$ cat src/rtl/fpm_pkg.sv
package fpm_pkg;
   typedef enum logic [1:0] {
      MODE_RESET  = 2'b00,
      MODE_NORMAL = 2'b01,
      MODE_DPD    = 2'b10
   } pm_mode_e;

   function automatic logic code_is_valid(input logic [1:0] code);
      return code != 2'b11;
   endfunction
endpackage

$ cat src/rtl/fpm_bus_decode.sv
module fpm_bus_decode #(
   parameter int ADDR_W    = 13,
   parameter logic [ADDR_W-1:0] CMD_ADDR  = 13'h1000,
   parameter logic [ADDR_W-1:0] CFM_ADDR  = 13'h1001,
   parameter logic [ADDR_W-1:0] BOOT_ADDR = 13'h1FFF
) (
   input  logic              ce_n,
   input  logic              we_n,
   input  logic              oe_n,
   input  logic [ADDR_W-1:0] addr,
   output logic              wr_stb,
   output logic              rd_stb,
   output logic              hit_cmd,
   output logic              hit_cfm,
   output logic              hit_boot
);
   // strobes qualify only with chip enable
   assign wr_stb   = !ce_n && !we_n;
   assign rd_stb   = !ce_n && !oe_n;
   assign hit_cmd  = addr == CMD_ADDR;
   assign hit_cfm  = addr == CFM_ADDR;
   assign hit_boot = addr == BOOT_ADDR;
endmodule

$ cat src/rtl/fpm_confirm.sv
module fpm_confirm #(
   parameter int DATA_W = 8
) (
   input  logic              clk,
   input  logic              rst_n,
   input  logic              enable,
   input  logic              wr_stb,
   input  logic              hit_cmd,
   input  logic              hit_cfm,
   input  logic [DATA_W-1:0] wdata,
   output logic              req_valid,
   output logic [1:0]        req_code
);
   import fpm_pkg::*;

   logic              pend_q;
   logic [DATA_W-1:0] pend_data_q;
   logic              match;

   assign match     = (wdata == ~pend_data_q) && code_is_valid(pend_data_q[1:0]);
   assign req_valid = enable && wr_stb && hit_cfm && pend_q && match;
   assign req_code  = pend_data_q[1:0];

   // any write other than a fresh command discards the pending one
   always_ff @(posedge clk or negedge rst_n) begin
      if (!rst_n) begin
         pend_q      <= 1'b0;
         pend_data_q <= '0;
      end else if (!enable) begin
         pend_q <= 1'b0;
      end else if (wr_stb) begin
         if (hit_cmd) begin
            pend_q      <= 1'b1;
            pend_data_q <= wdata;
         end else begin
            pend_q <= 1'b0;
         end
      end
   end

   assert_req_needs_pending_R4: assert property (@(posedge clk) disable iff (!rst_n)
      req_valid |-> pend_q && hit_cfm);
endmodule

$ cat src/rtl/fpm_exit_cnt.sv
module fpm_exit_cnt #(
   parameter int EXIT_READS = 12
) (
   input  logic clk,
   input  logic rst_n,
   input  logic en,
   input  logic rd_hit,
   input  logic rd_miss,
   output logic done
);
   localparam int CW = $clog2(EXIT_READS + 1);
   localparam logic [CW-1:0] LAST = CW'(EXIT_READS - 1);

   logic [CW-1:0] cnt_q;

   assign done = en && rd_hit && (cnt_q == LAST);

   always_ff @(posedge clk or negedge rst_n) begin
      if (!rst_n)                cnt_q <= '0;
      else if (!en || rd_miss)   cnt_q <= '0;   // stray read restarts run
      else if (done)             cnt_q <= '0;
      else if (rd_hit)           cnt_q <= cnt_q + 1'b1;
   end

   assert_cnt_bound_R10: assert property (@(posedge clk) disable iff (!rst_n)
      cnt_q <= LAST);
   assert_cnt_clear_on_miss_R10: assert property (@(posedge clk) disable iff (!rst_n)
      rd_miss |=> cnt_q == '0);
endmodule

$ cat src/rtl/fpm_regfile.sv
module fpm_regfile #(
   parameter int DATA_W   = 8,
   parameter int ADDR_W   = 13,
   parameter int NUM_REGS = 4,
   parameter logic [ADDR_W-1:0] REG_BASE = '0
) (
   input  logic                       clk,
   input  logic                       rst_n,
   input  logic                       wr_en,
   input  logic [ADDR_W-1:0]          addr,
   input  logic [DATA_W-1:0]          wdata,
   output logic                       hit,
   output logic [DATA_W-1:0]          rd_val,
   output logic [NUM_REGS*DATA_W-1:0] regs_flat
);
   localparam int IW = (NUM_REGS > 1) ? $clog2(NUM_REGS) : 1;

   logic [ADDR_W-1:0] offs;
   logic [DATA_W-1:0] regs_q [NUM_REGS];

   assign offs = addr - REG_BASE;
   assign hit  = (addr >= REG_BASE) && (offs < ADDR_W'(NUM_REGS));

   for (genvar i = 0; i < NUM_REGS; i++) begin : g_reg
      always_ff @(posedge clk or negedge rst_n) begin
         if (!rst_n)                                         regs_q[i] <= '0;
         else if (wr_en && hit && offs == ADDR_W'(i))        regs_q[i] <= wdata;
      end
      assign regs_flat[i*DATA_W +: DATA_W] = regs_q[i];
   end

   assign rd_val = hit ? regs_q[offs[IW-1:0]] : '0;
endmodule

$ cat src/rtl/fpm_mode_seq.sv
module fpm_mode_seq #(
   parameter int ADDR_W     = 13,
   parameter int DATA_W     = 8,
   parameter int NUM_REGS   = 4,
   parameter int EXIT_READS = 12,
   parameter logic [ADDR_W-1:0] REG_BASE  = 13'h0000,
   parameter logic [ADDR_W-1:0] CMD_ADDR  = 13'h1000,
   parameter logic [ADDR_W-1:0] CFM_ADDR  = 13'h1001,
   parameter logic [ADDR_W-1:0] BOOT_ADDR = 13'h1FFF
) (
   input  logic              clk,
   input  logic              rst_n,
   input  logic              bus_ce_n,
   input  logic              bus_we_n,
   input  logic              bus_oe_n,
   input  logic [ADDR_W-1:0] bus_addr,
   input  logic [DATA_W-1:0] bus_wdata,
   input  logic              pin_rst_n,
   input  logic              pd_pin,
   output logic [1:0]        mode_o,
   output logic [DATA_W-1:0] rd_data_o,
   output logic              rd_oe_o
);
   import fpm_pkg::*;

   initial begin
      assert (DATA_W >= 2) else $error("DATA_W must hold a mode code");
      assert (EXIT_READS >= 1) else $error("EXIT_READS must be positive");
      assert (NUM_REGS >= 1 && NUM_REGS <= 256) else $error("NUM_REGS out of range");
      assert (CMD_ADDR != CFM_ADDR) else $error("command and confirm addresses collide");
   end

   pm_mode_e mode_q, ret_q;
   logic     from_pin_q, armed_q, pd_q;
   logic     wr_stb, rd_stb, hit_cmd, hit_cfm, hit_boot;
   logic     req_valid, exit_done, reg_hit, pd_rise;
   logic [1:0]                 req_code;
   logic [DATA_W-1:0]          reg_val;
   logic [NUM_REGS*DATA_W-1:0] regs_flat;

   fpm_bus_decode #(.ADDR_W(ADDR_W), .CMD_ADDR(CMD_ADDR), .CFM_ADDR(CFM_ADDR),
                    .BOOT_ADDR(BOOT_ADDR)) u_dec (
      .ce_n(bus_ce_n), .we_n(bus_we_n), .oe_n(bus_oe_n), .addr(bus_addr),
      .wr_stb(wr_stb), .rd_stb(rd_stb), .hit_cmd(hit_cmd), .hit_cfm(hit_cfm),
      .hit_boot(hit_boot));

   fpm_confirm #(.DATA_W(DATA_W)) u_cfm (
      .clk(clk), .rst_n(rst_n), .enable(mode_q != MODE_DPD),
      .wr_stb(wr_stb), .hit_cmd(hit_cmd), .hit_cfm(hit_cfm), .wdata(bus_wdata),
      .req_valid(req_valid), .req_code(req_code));

   fpm_exit_cnt #(.EXIT_READS(EXIT_READS)) u_exit (
      .clk(clk), .rst_n(rst_n),
      .en(mode_q == MODE_DPD && !from_pin_q && pin_rst_n),
      .rd_hit(rd_stb && hit_boot), .rd_miss(rd_stb && !hit_boot),
      .done(exit_done));

   fpm_regfile #(.DATA_W(DATA_W), .ADDR_W(ADDR_W), .NUM_REGS(NUM_REGS),
                 .REG_BASE(REG_BASE)) u_regs (
      .clk(clk), .rst_n(rst_n), .wr_en(wr_stb && mode_q == MODE_NORMAL),
      .addr(bus_addr), .wdata(bus_wdata), .hit(reg_hit), .rd_val(reg_val),
      .regs_flat(regs_flat));

   assign pd_rise = pd_pin && !pd_q;

   always_ff @(posedge clk or negedge rst_n) begin
      if (!rst_n) begin
         mode_q     <= MODE_RESET;
         ret_q      <= MODE_RESET;
         from_pin_q <= 1'b0;
         armed_q    <= 1'b0;
         pd_q       <= 1'b0;
      end else begin
         pd_q <= pd_pin;
         if (!pin_rst_n) begin
            mode_q     <= MODE_DPD;
            ret_q      <= MODE_RESET;
            from_pin_q <= 1'b1;
            armed_q    <= 1'b0;
         end else if (from_pin_q) begin
            mode_q     <= MODE_RESET;
            from_pin_q <= 1'b0;
         end else if (mode_q == MODE_DPD) begin
            if (exit_done) mode_q <= ret_q;
         end else if ((armed_q && bus_ce_n) || pd_rise) begin
            mode_q  <= MODE_DPD;
            ret_q   <= mode_q;
            armed_q <= 1'b0;
         end else if (req_valid) begin
            case (req_code)
               2'b01:   begin mode_q <= MODE_NORMAL; armed_q <= 1'b0; end
               2'b10:   armed_q <= 1'b1;
               default: begin mode_q <= MODE_RESET; armed_q <= 1'b0; end
            endcase
         end
      end
   end

   always_comb begin
      rd_data_o = '0;
      if (rd_stb && mode_q == MODE_NORMAL) begin
         if (reg_hit)      rd_data_o = reg_val;
         else if (hit_cmd) rd_data_o = DATA_W'(mode_q);
      end
   end
   assign rd_oe_o = rd_stb && (mode_q != MODE_DPD);
   assign mode_o  = mode_q;

   assert_dpd_no_drive_R9: assert property (@(posedge clk) disable iff (!rst_n)
      mode_q == MODE_DPD |-> !rd_oe_o);
   assert_reset_reads_zero_R5: assert property (@(posedge clk) disable iff (!rst_n)
      (mode_q == MODE_RESET && rd_oe_o) |-> rd_data_o == '0);
   assert_pin_forces_dpd_R7: assert property (@(posedge clk) disable iff (!rst_n)
      !pin_rst_n |=> mode_q == MODE_DPD);
   assert_pin_release_reset_R7: assert property (@(posedge clk) disable iff (!rst_n)
      (pin_rst_n && from_pin_q) |=> mode_q == MODE_RESET);
   assert_regs_frozen_R11: assert property (@(posedge clk) disable iff (!rst_n)
      mode_q != MODE_NORMAL |=> $stable(regs_flat));
   assert_normal_needs_confirm_R3: assert property (@(posedge clk) disable iff (!rst_n)
      (mode_q == MODE_NORMAL && $past(mode_q) == MODE_RESET) |->
         $past(wr_stb && hit_cfm));
endmodule

$ cat config.mk
export PLATFORM = sky130hd
export DESIGN_NAME = fpm_mode_seq
export DESIGN_NICKNAME = d
export VERILOG_FILES = /design/src/rtl/fpm_pkg.sv /design/src/rtl/fpm_bus_decode.sv /design/src/rtl/fpm_confirm.sv /design/src/rtl/fpm_exit_cnt.sv /design/src/rtl/fpm_regfile.sv /design/src/rtl/fpm_mode_seq.sv
export SDC_FILE = /design/constraint.sdc
export NUM_CORES = 1
export LEC_CHECK = 0
export CAP_MARGIN = 20
export CORE_UTILIZATION = 40
export DETAILED_ROUTE_END_ITERATION = 12
export SLEW_MARGIN = 20
export SYNTH_ARGS = -nofsm -noshare
export SYNTH_HDL_FRONTEND = slang
export SYNTH_SLANG_ARGS = --single-unit
$ cat constraint.sdc
create_clock -name clk -period 5.2 [get_ports clk]
set_input_delay 1.04 -clock clk [delete_from_list [all_inputs] [get_ports clk]]
set_output_delay 1.04 -clock clk [all_outputs]
set_load 0.05 [all_outputs]
==> impl_metrics.csv <==
group,metric,value,unit
timing,finClkSkew,0.007139,ns
power,irDropWorstVdd,152.8,uV
timing,rsz0062_at_grt,"false",
timing,worst_slew_pin_slew,0.6851,ns
power,p_leak,1.463,nW
placed_design,portBuffers,38,
timing,fin_crit,4.589,ns
clock_tree,post_cts_buffers,0,
global_route,grt_pass1_wl,9.446,mm
run,timing.max_cap.violations,0,
timing,fmax,217.9,MHz
timing,finalSetupViolCount,0,
timing,hold_viol_final,0,
placed_design,place_congestion,0.8251,
timing,tns,0,ns
worst_hold_path,whs_path_depth,1,
routing,first_iter_violations,60,
timing,max_slew_margin,54.32,%
timing,fin_crit_sh,88.24,%
clock_tree,htreeDepth,2,
logic_synthesis,synth_fp_nets,241,
finish,final_area,3223,um2
routing,wl_per_cell,16.82,um
logic_synthesis,synth.most_common_cell,"dfrtp_1",
clock_tree,cts-resized-gates,0,
clock_tree,cts_sinks,52,
worst_hold_path,hold_path_class,"reg2reg",
logic_synthesis,synth.distinct_cells,43,
clock_tree,clockRootBuffer,"clkbuf_8",
critical_path,criticalPathCategory,"in2out",
critical_path,crit_path_end_kind,"output pin",
routing,vias,1840,
logic_synthesis,synthCells,212,
power,powerDensity,225.8,nW/um2
global_route,grt_pass1_vias,1863,
global_route,grt_max_degree,53,
global_route,grt_usage,17.35,%
critical_path,worstRegToRegCells,4,
routing,ant_nets,0,
logic_synthesis,async_flop_share,100.0,%
logic_synthesis,yosys_warnings,0,
floorplanning,die_area,7016,um2
floorplanning,io_pins,39,
timing,setup_ws,0.6114,ns
critical_path,start_kind,"primary input",
logic_synthesis,synth_area,2674,um2
finish,stdcell_count,331,
power,pwr-share-comb,10.3,%
power,power,727.8,uW
finish,n_antenna_cell,0,
floorplanning,fp.dieW,83.76,um
clock_tree,tritoncts,"yes",
floorplanning,start_util,41.87,%
routing,drc,0,
global_route,grt_antenna_before_repair,0,
clock_tree,clkSlewWorstSetupHoldPaths,0.09,ns
placed_design,place_ws,0.5587,ns
critical_path,arrival,3.55,ns
power,intPower,555.6,uW
floorplanning,die_y,83.76,um
floorplanning,rows,29,
routing,via_per_inst,5.559,
placed_design,hpwl,3.859,mm
power,p_sw,172.2,uW
critical_path,cp.required,4.16,ns
clock_tree,ctsHoldBuffers,0,
power,power.share.clock,33.7,%
clock_tree,numCtsBuffers,5,
routing,dr.pass1.iters,4,
finish,drive_gt1_share,29.53,%
finish,fin_nets,283,
logic_synthesis,synth_top_area_share,48.67,%
logic_synthesis,synthTopCellsByCount,"dfrtp_1, mux2_2, nor2b_1",
placed_design,dp_cells,324,
logic_synthesis,ys_ff_latch,52,
clock_tree,clk_latency,0.30,ns
logic_synthesis,yosysTopAreaCell,"dfrtp_1",
clock_tree,max-clock-path-buffers,2,
timing,slew_viol_final,0,
logic_synthesis,synth_edf_count,0,
finish,syn_to_final_growth,20.54,%
logic_synthesis,yosysSeqAreaShare,48.67,%
logic_synthesis,synth_flop_cell,"dfrtp_1",
floorplanning,core_area,6386,um2
routing,wl,5.566,mm
critical_path,crit_fanout,4,
logic_synthesis,synthTopCellsByArea,"dfrtp_1, mux2_2, mux4_2, nor2b_1, xor2_1",
logic_synthesis,postSynthAreaPerCell,12.61,um2
run_status,status,"finished clean",
power,switching_share,23.66,%
placed_design,placed_area,3127,um2
global_route,overflow,0,
power,sequentialPowerShare,56.0,%
## routing by layer
metal / part of all wire [%] / global-route usage [%] / vias up
li1: - / - / 869
met4: 1.1 / 4.777 / 0
met2: 49 / 28.68 / 37
met1: 46 / 23.18 / 927
met5: 0 / 0 / -
met3: 4.2 / 3.660 / 7
## kinds of logic (layout without fill, tap and decap cells)
group	count (synthesis)	in the layout	share of synthesized area, %
AND/OR/NAND/NOR	66	66	17.41
flip-flops	52	52	48.67
multiplexers	48	48	23.12
AO/OA/AOI/OAI	25	25	6.177
buffers and inverters	13	55	1.871
XOR/XNOR	7	7	2.293
adder cells (fa/ha/maj)	1	1	0.4679
## final cells by class
class	instances	area [um2]
Multi-Input combinational cell	147	1323
Fill cell	588	3163
Clock buffer	7	96.34
Sequential cell	52	1301
Timing Repair Buffer	41	380.4
Inverter	7	26.28
Tap cell	77	96.34
## power groups by stage
stage                     combinational [mW]  clock, mW  sequential [mW]
after floorplan                       0.0272          0            0.418
after global placement                0.0760          0            0.415
after detailed placement              0.0762          0            0.415
after CTS                             0.0765      0.257            0.407
after global routing                  0.0826      0.268            0.408
final                                 0.0751      0.245            0.407
## critical path: stages
cell	delay, ns
clkdlybuf4s50_1	0.42
or4_4	0.55
nor3_4	0.24
nand3_1	0.14
nor4_1	0.29
clkdlybuf4s50_1	0.86
## flip-flops by register name, summed over array words and instances, names as in the netlist
signal             cells
from_pin_q             1
mode_o                 2
u_exit.cnt_q           4
pd_q                   1
ret_q                  2
u_cfm.pend_data_q      8
u_cfm.pend_q           1
armed_q                1
u_regs.regs_flat      32
## per-stage QoR
stage	hold WS, ns	util, %
after floorplan	0.4595	-
after global placement	0.4863	48.96
after detailed placement	0.4931	48.96
after CTS	0.5071	50.47
after global routing	0.5238	50.47
final	0.5016	50.47
## path summary, 6_finish.rpt
path                                             startpoint                               end  slack, ns
worst max-delay path                            bus_addr[3]                      rd_data_o[0]       0.61
worst min-delay path            u_exit.cnt_q[3]$_DFFE_PN0P_       u_exit.cnt_q[3]$_DFFE_PN0P_       0.50
worst max register to register        mode_o[0]$_DFFE_PN0P_  u_regs.regs_flat[11]$_DFFE_PN0P_       3.15
worst min register to register  u_exit.cnt_q[3]$_DFFE_PN0P_       u_exit.cnt_q[3]$_DFFE_PN0P_       0.50
max in group asynchronous                             rst_n  u_regs.regs_flat[25]$_DFFE_PN0P_       3.88
min in group asynchronous                             rst_n             mode_o[0]$_DFFE_PN0P_       0.83
## layout by cell type (no fill, tap or decap), types with 2 or more instances in the layout
master	Yosys	final
a21boi_0	2	2
a211oi_1	3	3
nand2b_1	2	2
nor2_1	10	10
nor3_1	3	3
inv_1	7	7
clkdlybuf4s50_1	0	30
nor2b_1	11	11
mux2_2	40	40
o31ai_1	2	2
nor3b_1	2	2
nand2_1	10	10
a21oi_1	4	4
nand4_1	5	5
a22oi_1	2	2
dfrtp_1	52	52
nor4_1	3	3
buf_4	0	10
clkbuf_8	0	7
nor4_4	2	2
nor3_4	3	3
o21ai_0	6	6
xor2_1	7	7
mux4_2	7	7
nand3_1	5	5
Power figures use the tool's default switching activity.
